===== config.mk =====
export PLATFORM = sky130hd
export DESIGN_NAME = vmem_wfifo
export DESIGN_NICKNAME = d
export VERILOG_FILES = /design/src/rtl/vwf_pkg.sv /design/src/rtl/vwf_queue.sv /design/src/rtl/vwf_access.sv /design/src/rtl/vmem_wfifo.sv
export SDC_FILE = /design/constraint.sdc
export NUM_CORES = 1
export LEC_CHECK = 0
export BUFFER_PORTS_ARGS = -buffer_cell sky130_fd_sc_hd__buf_2
export CAP_MARGIN = 5
export CORE_ASPECT_RATIO = 1.1
export CORE_UTILIZATION = 45
export DETAILED_ROUTE_END_ITERATION = 16
export PLACE_DENSITY = 0.7
export SETUP_SLACK_MARGIN = 0.1
export SLEW_MARGIN = 30
export SYNTH_ARGS = -nofsm -noshare
export SYNTH_HDL_FRONTEND = slang
export SYNTH_HIERARCHICAL = 1
export SYNTH_SLANG_ARGS = --single-unit

===== constraint.sdc =====
create_clock -name clk -period 2.4 [get_ports clk]
set_clock_uncertainty 0.05 [all_clocks]
set_input_delay 0.12 -clock clk [delete_from_list [all_inputs] [get_ports clk]]
set_output_delay 0.12 -clock clk [all_outputs]
set_load 0.02 [all_outputs]

===== src/rtl/vwf_pkg.sv =====
package vwf_pkg;

    localparam int WORD_W = 16;

    localparam logic [2:0] CODE_VRAM_WR  = 3'd1;
    localparam logic [2:0] CODE_CRAM_WR  = 3'd3;
    localparam logic [2:0] CODE_VSRAM_WR = 3'd5;

    typedef struct packed {
        logic [WORD_W-1:0] value;
        logic              partial;
    } wf_entry_t;

    typedef enum logic [2:0] {
        TGT_NONE,
        TGT_VRAM_HI,
        TGT_VRAM_LO,
        TGT_CRAM,
        TGT_VSRAM
    } wf_target_e;

    typedef struct packed {
        wf_target_e target;
        logic       retire;
        logic       mark_partial;
    } wf_action_t;

    // Decide what one granted slot does with the head word.
    function automatic wf_action_t plan_access(input logic [2:0] op,
                                               input logic       partial,
                                               input logic       vsram_hit);
        wf_action_t a;
        a.target       = TGT_NONE;
        a.retire       = 1'b1;
        a.mark_partial = 1'b0;
        case (op)
            CODE_VRAM_WR: begin
                if (!partial) begin
                    a.target       = TGT_VRAM_HI;
                    a.retire       = 1'b0;
                    a.mark_partial = 1'b1;
                end else begin
                    a.target = TGT_VRAM_LO;
                end
            end
            CODE_CRAM_WR:  a.target = TGT_CRAM;
            CODE_VSRAM_WR: if (vsram_hit) a.target = TGT_VSRAM;
            default: ;
        endcase
        return a;
    endfunction

endpackage


===== src/rtl/vwf_queue.sv =====
module vwf_queue
    import vwf_pkg::*;
#(
    parameter int DEPTH = 4,
    localparam int CNT_W = $clog2(DEPTH + 1)
) (
    input  logic              clk,
    input  logic              rst,
    input  logic              push,
    input  logic [WORD_W-1:0] push_value,
    input  logic              pop,
    input  logic              mark_partial,
    output wf_entry_t         head,
    output logic [CNT_W-1:0]  count,
    output logic              empty,
    output logic              full
);

    wf_entry_t        slots [DEPTH];
    wf_entry_t        above [DEPTH];
    logic [CNT_W-1:0] wr_idx;

    // After a same-cycle pop, the new word lands one place nearer the head.
    assign wr_idx = count - CNT_W'(pop);

    for (genvar g = 0; g < DEPTH; g++) begin : g_slot
        wf_entry_t slot_q;

        if (g == DEPTH - 1) begin : g_last
            assign above[g] = '0;
        end else begin : g_inner
            assign above[g] = slots[g+1];
        end

        always_ff @(posedge clk) begin
            if (rst) begin
                slot_q <= '0;
            end else if (push && wr_idx == CNT_W'(g)) begin
                slot_q <= '{value: push_value, partial: 1'b0};
            end else if (pop) begin
                slot_q <= above[g];
            end else if (mark_partial && (g == 0)) begin
                slot_q.partial <= 1'b1;
            end
        end

        assign slots[g] = slot_q;
    end

    always_ff @(posedge clk) begin
        if (rst) count <= '0;
        else     count <= count + CNT_W'(push) - CNT_W'(pop);
    end

    assign head  = slots[0];
    assign empty = (count == '0);
    assign full  = (count == CNT_W'(DEPTH));

    a_r2_no_overflow: assert property (@(posedge clk) disable iff (rst)
        push |-> (!full || pop));

    a_r2_no_underflow: assert property (@(posedge clk) disable iff (rst)
        (pop || mark_partial) |-> !empty);

    a_r4_partial_kept: assert property (@(posedge clk) disable iff (rst)
        (mark_partial && !pop) |=> head.partial);

endmodule


===== src/rtl/vwf_access.sv =====
module vwf_access
    import vwf_pkg::*;
#(
    parameter int VSRAM_AW    = 6,
    parameter int VSRAM_WORDS = 40
) (
    input  logic [2:0]          op,
    input  logic                head_partial,
    input  logic [VSRAM_AW-1:0] addr_low,
    output wf_action_t          action
);

    logic vsram_hit;

    assign vsram_hit = (int'(addr_low) < VSRAM_WORDS);

    always_comb begin
        action = plan_access(op, head_partial, vsram_hit);
    end

endmodule


===== src/rtl/vmem_wfifo.sv =====
module vmem_wfifo
    import vwf_pkg::*;
#(
    parameter int DEPTH       = 4,
    parameter int ADDR_W      = 16,
    parameter int INC_W       = 8,
    parameter int CODE_W      = 6,
    parameter int CRAM_AW     = 6,
    parameter int VSRAM_AW    = 6,
    parameter int VSRAM_WORDS = 40
) (
    input  logic                clk,
    input  logic                rst,
    input  logic                push_valid,
    input  logic [WORD_W-1:0]   push_data,
    output logic                push_ready,
    input  logic                slot_grant,
    input  logic [CODE_W-1:0]   access_code,
    input  logic                addr_load,
    input  logic [ADDR_W-1:0]   addr_value,
    input  logic [INC_W-1:0]    addr_inc,
    input  logic                unused_clr,
    output logic [ADDR_W-1:0]   cur_addr,
    output logic                fifo_empty,
    output logic                fifo_full,
    output logic                slot_unused,
    output logic                vram_we,
    output logic [ADDR_W-1:0]   vram_addr,
    output logic [7:0]          vram_wdata,
    output logic                cram_we,
    output logic [CRAM_AW-1:0]  cram_addr,
    output logic [WORD_W-1:0]   cram_wdata,
    output logic                vsram_we,
    output logic [VSRAM_AW-1:0] vsram_addr,
    output logic [WORD_W-1:0]   vsram_wdata
);

    localparam int CNT_W = $clog2(DEPTH + 1);

    wf_entry_t        head;
    wf_action_t       act;
    logic [CNT_W-1:0] occ;
    logic             push_fire;
    logic             serve;
    logic             pop;
    logic             mark;
    logic [ADDR_W-1:0] addr_q;
    logic             unused_q;
    logic             unused_code_hi;

    assign unused_code_hi = ^access_code[CODE_W-1:3];

    assign push_ready = !fifo_full;
    assign push_fire  = push_valid && push_ready;
    assign serve      = slot_grant && !fifo_empty;
    assign pop        = serve && act.retire;
    assign mark       = serve && act.mark_partial;

    vwf_queue #(.DEPTH(DEPTH)) u_queue (
        .clk          (clk),
        .rst          (rst),
        .push         (push_fire),
        .push_value   (push_data),
        .pop          (pop),
        .mark_partial (mark),
        .head         (head),
        .count        (occ),
        .empty        (fifo_empty),
        .full         (fifo_full)
    );

    vwf_access #(.VSRAM_AW(VSRAM_AW), .VSRAM_WORDS(VSRAM_WORDS)) u_access (
        .op           (access_code[2:0]),
        .head_partial (head.partial),
        .addr_low     (addr_q[VSRAM_AW-1:0]),
        .action       (act)
    );

    // Shared address pointer: a load beats the post-retire step.
    always_ff @(posedge clk) begin
        if (rst)            addr_q <= '0;
        else if (addr_load) addr_q <= addr_value;
        else if (pop)       addr_q <= addr_q + ADDR_W'(addr_inc);
    end

    always_ff @(posedge clk) begin
        if (rst)                          unused_q <= 1'b0;
        else if (slot_grant && fifo_empty) unused_q <= 1'b1;
        else if (unused_clr)              unused_q <= 1'b0;
    end

    // Registered memory write ports, valid the cycle after the grant.
    always_ff @(posedge clk) begin
        if (rst) begin
            vram_we     <= 1'b0;
            vram_addr   <= '0;
            vram_wdata  <= '0;
            cram_we     <= 1'b0;
            cram_addr   <= '0;
            cram_wdata  <= '0;
            vsram_we    <= 1'b0;
            vsram_addr  <= '0;
            vsram_wdata <= '0;
        end else begin
            vram_we     <= serve && (act.target == TGT_VRAM_HI || act.target == TGT_VRAM_LO);
            vram_addr   <= (act.target == TGT_VRAM_LO) ? (addr_q ^ ADDR_W'(1)) : addr_q;
            vram_wdata  <= (act.target == TGT_VRAM_LO) ? head.value[7:0] : head.value[15:8];
            cram_we     <= serve && (act.target == TGT_CRAM);
            cram_addr   <= addr_q[CRAM_AW-1:0];
            cram_wdata  <= head.value;
            vsram_we    <= serve && (act.target == TGT_VSRAM);
            vsram_addr  <= addr_q[VSRAM_AW-1:0];
            vsram_wdata <= head.value;
        end
    end

    assign cur_addr    = addr_q;
    assign slot_unused = unused_q;

    a_r3_one_target: assert property (@(posedge clk) disable iff (rst)
        $onehot0({vram_we, cram_we, vsram_we}));

    a_r4_write_needs_grant: assert property (@(posedge clk) disable iff (rst)
        (vram_we || cram_we || vsram_we) |-> $past(slot_grant));

    a_r4_hi_keeps_addr: assert property (@(posedge clk) disable iff (rst)
        (serve && act.target == TGT_VRAM_HI && !addr_load) |=> (cur_addr == $past(cur_addr)));

    a_r7_vsram_in_range: assert property (@(posedge clk) disable iff (rst)
        vsram_we |-> (int'(vsram_addr) < VSRAM_WORDS));

    a_r10_idle_flags: assert property (@(posedge clk) disable iff (rst)
        (slot_grant && fifo_empty) |=> (slot_unused && !vram_we && !cram_we && !vsram_we));

    a_r2_occ_bound: assert property (@(posedge clk) disable iff (rst)
        int'(occ) <= DEPTH);

endmodule


# [Yosys cells after proc, flatten, opt, wreduce, memory -nomap -nowiden]
# Index checks and enable logic that the tools add are counted.
# W data, S select, Z words.
[totals] reg_bits=134 memories=0 word_cells=78 in_bits=52 ramBits=0 latchBits=0 mem_bits_ro=0 output_inout_bits=91
[classes] multipliers=0 n_div=0 magnitude_cmp=1 add_sub_neg=4 n_bitwise=1 n_reduce_logical=25 mux=21 n_eq_ne=11 shift=0
[ops] cell="$mux W17" n=7
[ops] cell="$mux W16" n=3
[ops] cell="$add A16 B8 Y16" n=1
[ops] cell="$eq A3 B2 Y1 const B" n=5
[ops] cell="$reduce_bool A2 Y1" n=7
[ops] cell="$logic_and A1 B1 Y1" n=12
[ops] cell="$eq A3 B1 Y1 const B" n=3
[ops] cell="$eq A3 B3 Y1 const B" n=3
[ops] cell="$pmux W3 S3" n=1
[ops] cell="$mux W8" n=1
[ops] cell="$logic_not A3 Y1" n=2
[ops] cell="$lt A6 B6 Y1 const B" n=1
[ops] cell="$mux W2" n=3
[ops] cell="$sub A3 B1 Y3" n=2
[ops] cell="$mux W1" n=5
[ops] cell="$add A3 B1 Y3" n=1
[ops] cell="$mux W3" n=1
[ops] cell="$logic_not A1 Y1" n=2
[ops] cell="$reduce_or A2 Y1" n=1
[ops] cell="$logic_or A1 B1 Y1" n=1
[ops] cell="$not A1 Y1" n=1

# [Depth between registers and ports, before layout]
[logic_depth] ltp_word=8 mapped_depth=12 depth_no_buf=12

# [Hierarchy]
# The synthesis kept the hierarchy.
[by_module_without_submodules] module="vwf_queue" instances=1 area_per_inst_um2=3372.0 cells_per_inst=309 seq_area_each_um2=1361.3
[by_module_without_submodules] module="vmem_wfifo" instances=1 area_per_inst_um2=2826.5 cells_per_inst=307 seq_area_each_um2=1221.2
[by_module_without_submodules] module="vwf_access" instances=1 area_per_inst_um2=60.1 cells_per_inst=9 seq_area_each_um2=0.0

# [Least setup slack after synthesis]
# OpenSTA, ideal clock, no wires.
[synth_timing] kind="reg-to-reg" start="register u_queue.count[1]" end="register u_queue.g_slot[3].slot_q (netlist bit u_queue/above[23])" period_less_slack_ns=3.167 path_buffers=1 arrival_time_ns=2.997 path_stages_with_launch=10 setup_time_ns=0.121 path_slack_ns=-0.767 required_time_ns=2.229 path_cell_list="dfxtp_1 -> nor3_1 -> nand3b_4 -> clkinv_1 -> ha_1 -> ha_1 -> xnor2_2 -> nand4_2 -> buf_6 -> mux2i_1"
[synth_via] elab_chain_cells=8 elab_cells_between_ends=12 cone_classes="add/sub (1); eq/ne (2); mux (1); reduce/logical (8)"
[synth_rtl] element="start, declared" line="vwf_queue.sv:14" source="output logic [CNT_W-1:0] count,"
[synth_rtl] element="start signal, assigned" line="vwf_queue.sv:52" source="else count <= count + CNT_W'(push) - CNT_W'(pop);"
[synth_rtl] element="$logic_not A3 Y1 (*)" line="vwf_queue.sv:56" source="assign empty = (count == '0);"
[synth_rtl] element="named net fifo_empty" line="vmem_wfifo.sv:24" source="output logic fifo_empty,"
[synth_rtl] element="$logic_not A1 Y1 (*)" line="vmem_wfifo.sv:55" source="assign serve = slot_grant && !fifo_empty;"
[synth_rtl] element="$logic_and A1 B1 Y1 (*)" line="vmem_wfifo.sv:55"
[synth_rtl] element="$logic_and A1 B1 Y1 (*)" line="vmem_wfifo.sv:56" source="assign pop = serve && act.retire;"
[synth_rtl] element="named net pop" line="vmem_wfifo.sv:45" source="logic pop;"
[synth_rtl] element="$sub A3 B1 Y3" line="vwf_queue.sv:24" source="assign wr_idx = count - CNT_W'(pop);"
[synth_rtl] element="$eq A3 B2 Y1" line="vwf_queue.sv:38" source="end else if (push && wr_idx == CNT_W'(g)) begin"
[synth_rtl] element="$logic_and A1 B1 Y1" line="vwf_queue.sv:38"
[synth_rtl] element="$mux W17 or $reduce_bool A2 Y1 (tied branches)"
[synth_rtl] element="end signal, assigned" line="vwf_queue.sv:39" source="slot_q <= '{value: push_value, partial: 1'b0};"
[synth_rtl] element="end signal, assigned" line="vwf_queue.sv:41" source="slot_q <= above[g];"
[synth_rtl] element="end, declared" line="vwf_queue.sv:27" source="wf_entry_t slot_q;"
# Mark *: on every way through the listed nets, which the timed path passes. The rest lies on a longest branch.
# A chain may end at the register's enable or synchronous reset.

# [Worst setup path in the final report]
[layout_timing] start="register addr_q[0] (netlist: cur_addr[0])" end="register addr_q[6] (netlist: cur_addr[6])"
[layout_via] elab_chain_cells=3
[layout_rtl] element="start, declared" line="vmem_wfifo.sv:47" source="logic [ADDR_W-1:0] addr_q;"
[layout_rtl] element="start signal, assigned" line="vmem_wfifo.sv:82" source="else if (addr_load) addr_q <= addr_value;"
[layout_rtl] element="start signal, assigned" line="vmem_wfifo.sv:83" source="else if (pop) addr_q <= addr_q + ADDR_W'(addr_inc);"
[layout_rtl] element="$add A16 B8 Y16" line="vmem_wfifo.sv:83"
[layout_rtl] element="$mux W16" line="vmem_wfifo.sv:83"
[layout_rtl] element="$mux W16" line="vmem_wfifo.sv:82"
# Every way passes these cells. The select of a mux whose other input is x is not followed.

==> results by group <==
Run status
  – Status: finished clean

Synthesis
  – Syn avg cell area: 10.01 um2
  – Syn Nets: 691
  – Sequential share of the synthesized area: 0.4126
  – Cell count after synthesis: 625
  – EDFF count, synth: 0
  – Yosys warning total: 6
  – Post-Synthesis Cell Area: 6259 um2
  – Yosys cell types: 60
  – Synth Register Bits: 129
  – Dominant synthesized flop cell: dfxtp_1
  – Asr flop ratio synth: 0

Pwr
  – Comb pwr share: 0.299
  – Net Switching: 2.491 mW
  – Int Pwr: 5.310 mW
  – Sw Ratio: 0.3193
  – Leak: 3.632 nW
  – Cell Pwr Density: 979.9 nW/um2
  – VDD IR-drop max: 0.0004360 V
  – Total design power: 7.801 mW
  – Sequential share of power: 0.348
  – Clk pwr share: 0.353

Finish
  – Commonest non-fill, non-tap cell in the layout: buf_2
  – Final #Nets: 827
  – Layout area overhead: 27.21%
  – Layout cells sized above 1: 0.3583
  – Fin cells: 957
  – Reg area: 2586 um2
  – Filler Cell Count: 1131
  – Most frequent cells in the layout: buf_2 (138), dfxtp_1 (128), mux2i_1 (121)
  – Multi-input logic area: 3328 um2
  – N_diodes: 0

Worst setup path
  – Crit-path max cell delay: 0.47 ns
  – Arr. time, crit path: 2.49 ns
  – Critical path buffers and inverters: 0
  – Setup crit end kind: flop
  – Crit path cell chain: ha_1 -> fa_1 -> a211oi_4 -> o21bai_1 -> mux2i_1 -> a211oi_2 -> nor3_1
  – Delay-heaviest family, CP: compound AO/OA/AOI/OAI gates
  – Req. time, crit path: 2.64 ns
  – CP Class: flop to flop
  – Crit-path max FO: 5
  – CP Launch Type: flop
  – Crit-path slowest cell: fa_1

STA
  – Slew @ Worst Pin: 0.6590 ns
  – Slew margin rel.: 0.5606
  – Final setup viols: 0
  – Minimum clock period: 2.247 ns
  – Final worst slack: 0.1532 ns
  – RSZ-0062 raised after global routing: yes
  – Fin. max-slew vios: 0
  – FMAX: 445.1 MHz
  – Hold Violations, Final: 0
  – Hold_ws: 0.01409 ns
  – Setup_tns: 0 ns
  – Period Utilization, post-route: 0.9362

Global route
  – Vias in the first global route: 4747
  – Pin count of the biggest net entering global routing: 73
  – Initial antenna violation count: 0
  – GRT Overall Usage: 0.1985
  – GR Overflow Total: 0
  – First-pass GRT wire length: 22490 um

Drt
  – DR pass1 iterations: 4
  – Detailed Route Iter0 Violations: 244
  – # DRC: 0
  – Wirelength per Cell: 14.84 um
  – Vias per cell: 5.096
  – Vias: 4877
  – Antenna Violating Nets Remaining: 0
  – DRT Wirelength: 14200 um

Floorplan
  – Die Wd: 114.4 um
  – Die H: 125.7 um
  – Die area: 14380 um2
  – Top Ports: 143
  – Placement row count: 44
  – Initial Utilization: 0.4678
  – Core area: 13380 um2

Clocking
  – Later-pin clock latency in the skew report: 0.42 ns
  – CTS Buf Count: 17
  – CTS tree: yes
  – Clock net sink count: 129
  – Clock transition at the register clock pins on the worst setup and hold paths after CTS: 0.06 ns
  – Root buffer cell: clkbuf_16
  – Maximum buffer depth of the clock tree: 2
  – H-tree depth: 4

Job
  – Max Cap Violations: 0

Placement
  – Placed Instances: 899
  – Routability cong.: 0.8882
  – Final HPWL DP: 9688 um
  – PortBufs: 139
  – Place WS: 0.1372 ns

Min path
  – HP Class: input port to flop
final cells by class:
cell class                 instances  share of cell area
multi-input combinational        416              0.4180
sequential                       129              0.3248
timing repair buffer             179              0.1394
clock buffer                      17             0.05343
tap                              184             0.02892
clock inverter                    14             0.02593
inverter                          18            0.009430
path summary, 6_finish.rpt:
| check | cells after the start | slack [ns] | start | to |
|---|---|---|---|---|
| max | 7 | 0.15 | cur_addr[0] | cur_addr[6] |
| min | 3 | 0.01 | push_data[14] | u_queue/above[32] |
| max reg2reg | 7 | 0.15 | cur_addr[0] | cur_addr[6] |
| min reg2reg | 1 | 0.43 | u_queue/head[2] | vsram_wdata[1] |
state kept, by name, summed over array words and instances (netlist names):
name,cells
cram_we,1
cur_addr,16
slot_unused,1
u_queue/above,48
u_queue/count,3
u_queue/head,17
vram_addr,16
vram_wdata,8
vram_we,1
vsram_addr,1
vsram_wdata,16
vsram_we,1
per-layer routing:
metal	track usage	routed length (um)	vias to the layer above
met5	0	0	-
met3	0.04716	708	14
met4	0.06417	150	0
li1	-	-	2395
met2	0.3487	7007	148
met1	0.2367	6338	2320
worst reg2reg max path: stages, from the launching register on:
cell      delay, ns
dfxtp_1        0.37
ha_1           0.24
fa_1           0.47
a211oi_4       0.33
o21bai_1       0.15
mux2i_1        0.17
a211oi_2       0.26
nor3_1         0.08
per-stage QoR:
stage	utilization	cell area, um2
2_1_floorplan	-	6345
3_3_place_gp	0.5251	7024
3_5_place_dp	0.5251	7024
4_1_cts	0.5895	7886
5_1_grt	0.5951	7961
6_report	0.5951	7961
cell usage after synthesis, drive strengths merged (2+ instances only):
| library cell | n | share of area |
|---|---|---|
| a2111oi | 5 | 0.0084 |
| a211o | 2 | 0.0028 |
| a211oi | 3 | 0.0044 |
| a21o | 10 | 0.013 |
| a21oi | 23 | 0.019 |
| and4 | 3 | 0.0042 |
| buf | 40 | 0.048 |
| clkbuf | 22 | 0.013 |
| dfxtp | 129 | 0.41 |
| fa | 2 | 0.0064 |
| ha | 12 | 0.024 |
| inv | 17 | 0.010 |
| mux2i | 121 | 0.19 |
| nand2 | 14 | 0.0084 |
| nand2b | 22 | 0.023 |
| nand3 | 7 | 0.0064 |
| nand4 | 4 | 0.0070 |
| nor2 | 33 | 0.020 |
| nor2b | 35 | 0.035 |
| nor3 | 9 | 0.011 |
| nor3b | 4 | 0.0048 |
| nor4 | 3 | 0.0030 |
| o21a | 5 | 0.0060 |
| o21ai | 8 | 0.0064 |
| or2 | 49 | 0.049 |
| or3 | 3 | 0.0030 |
| or3b | 16 | 0.022 |
| xnor2 | 9 | 0.014 |
power by group through the flow:
stage	logic [mW]	registers, mW	clock network (mW)
after global placement	2.13	2.74	0
after global routing	2.51	2.75	2.88
after floorplan	1.62	2.81	0
after detailed placement	2.19	2.76	0
after CTS	2.23	2.71	2.79
final	2.33	2.72	2.75
cells by family after synthesis:
logic type	synth area share
AOI/OAI and AO/OA	0.06997
xor gates and xnor gates	0.01520
adders and majority gates	0.03039
buffers and inverters	0.07177
DFF	0.4126
muxes	0.1935
and+or+nand+nor	0.2065
what timing repair did:
action,CTS,global route
setup buffers,0,4
hold buffers,23,0
gates resized for setup,0,6
setup endpoints to repair,0,36
endpoints found under the hold margin,27,0
Power figures use the tool's default switching activity.
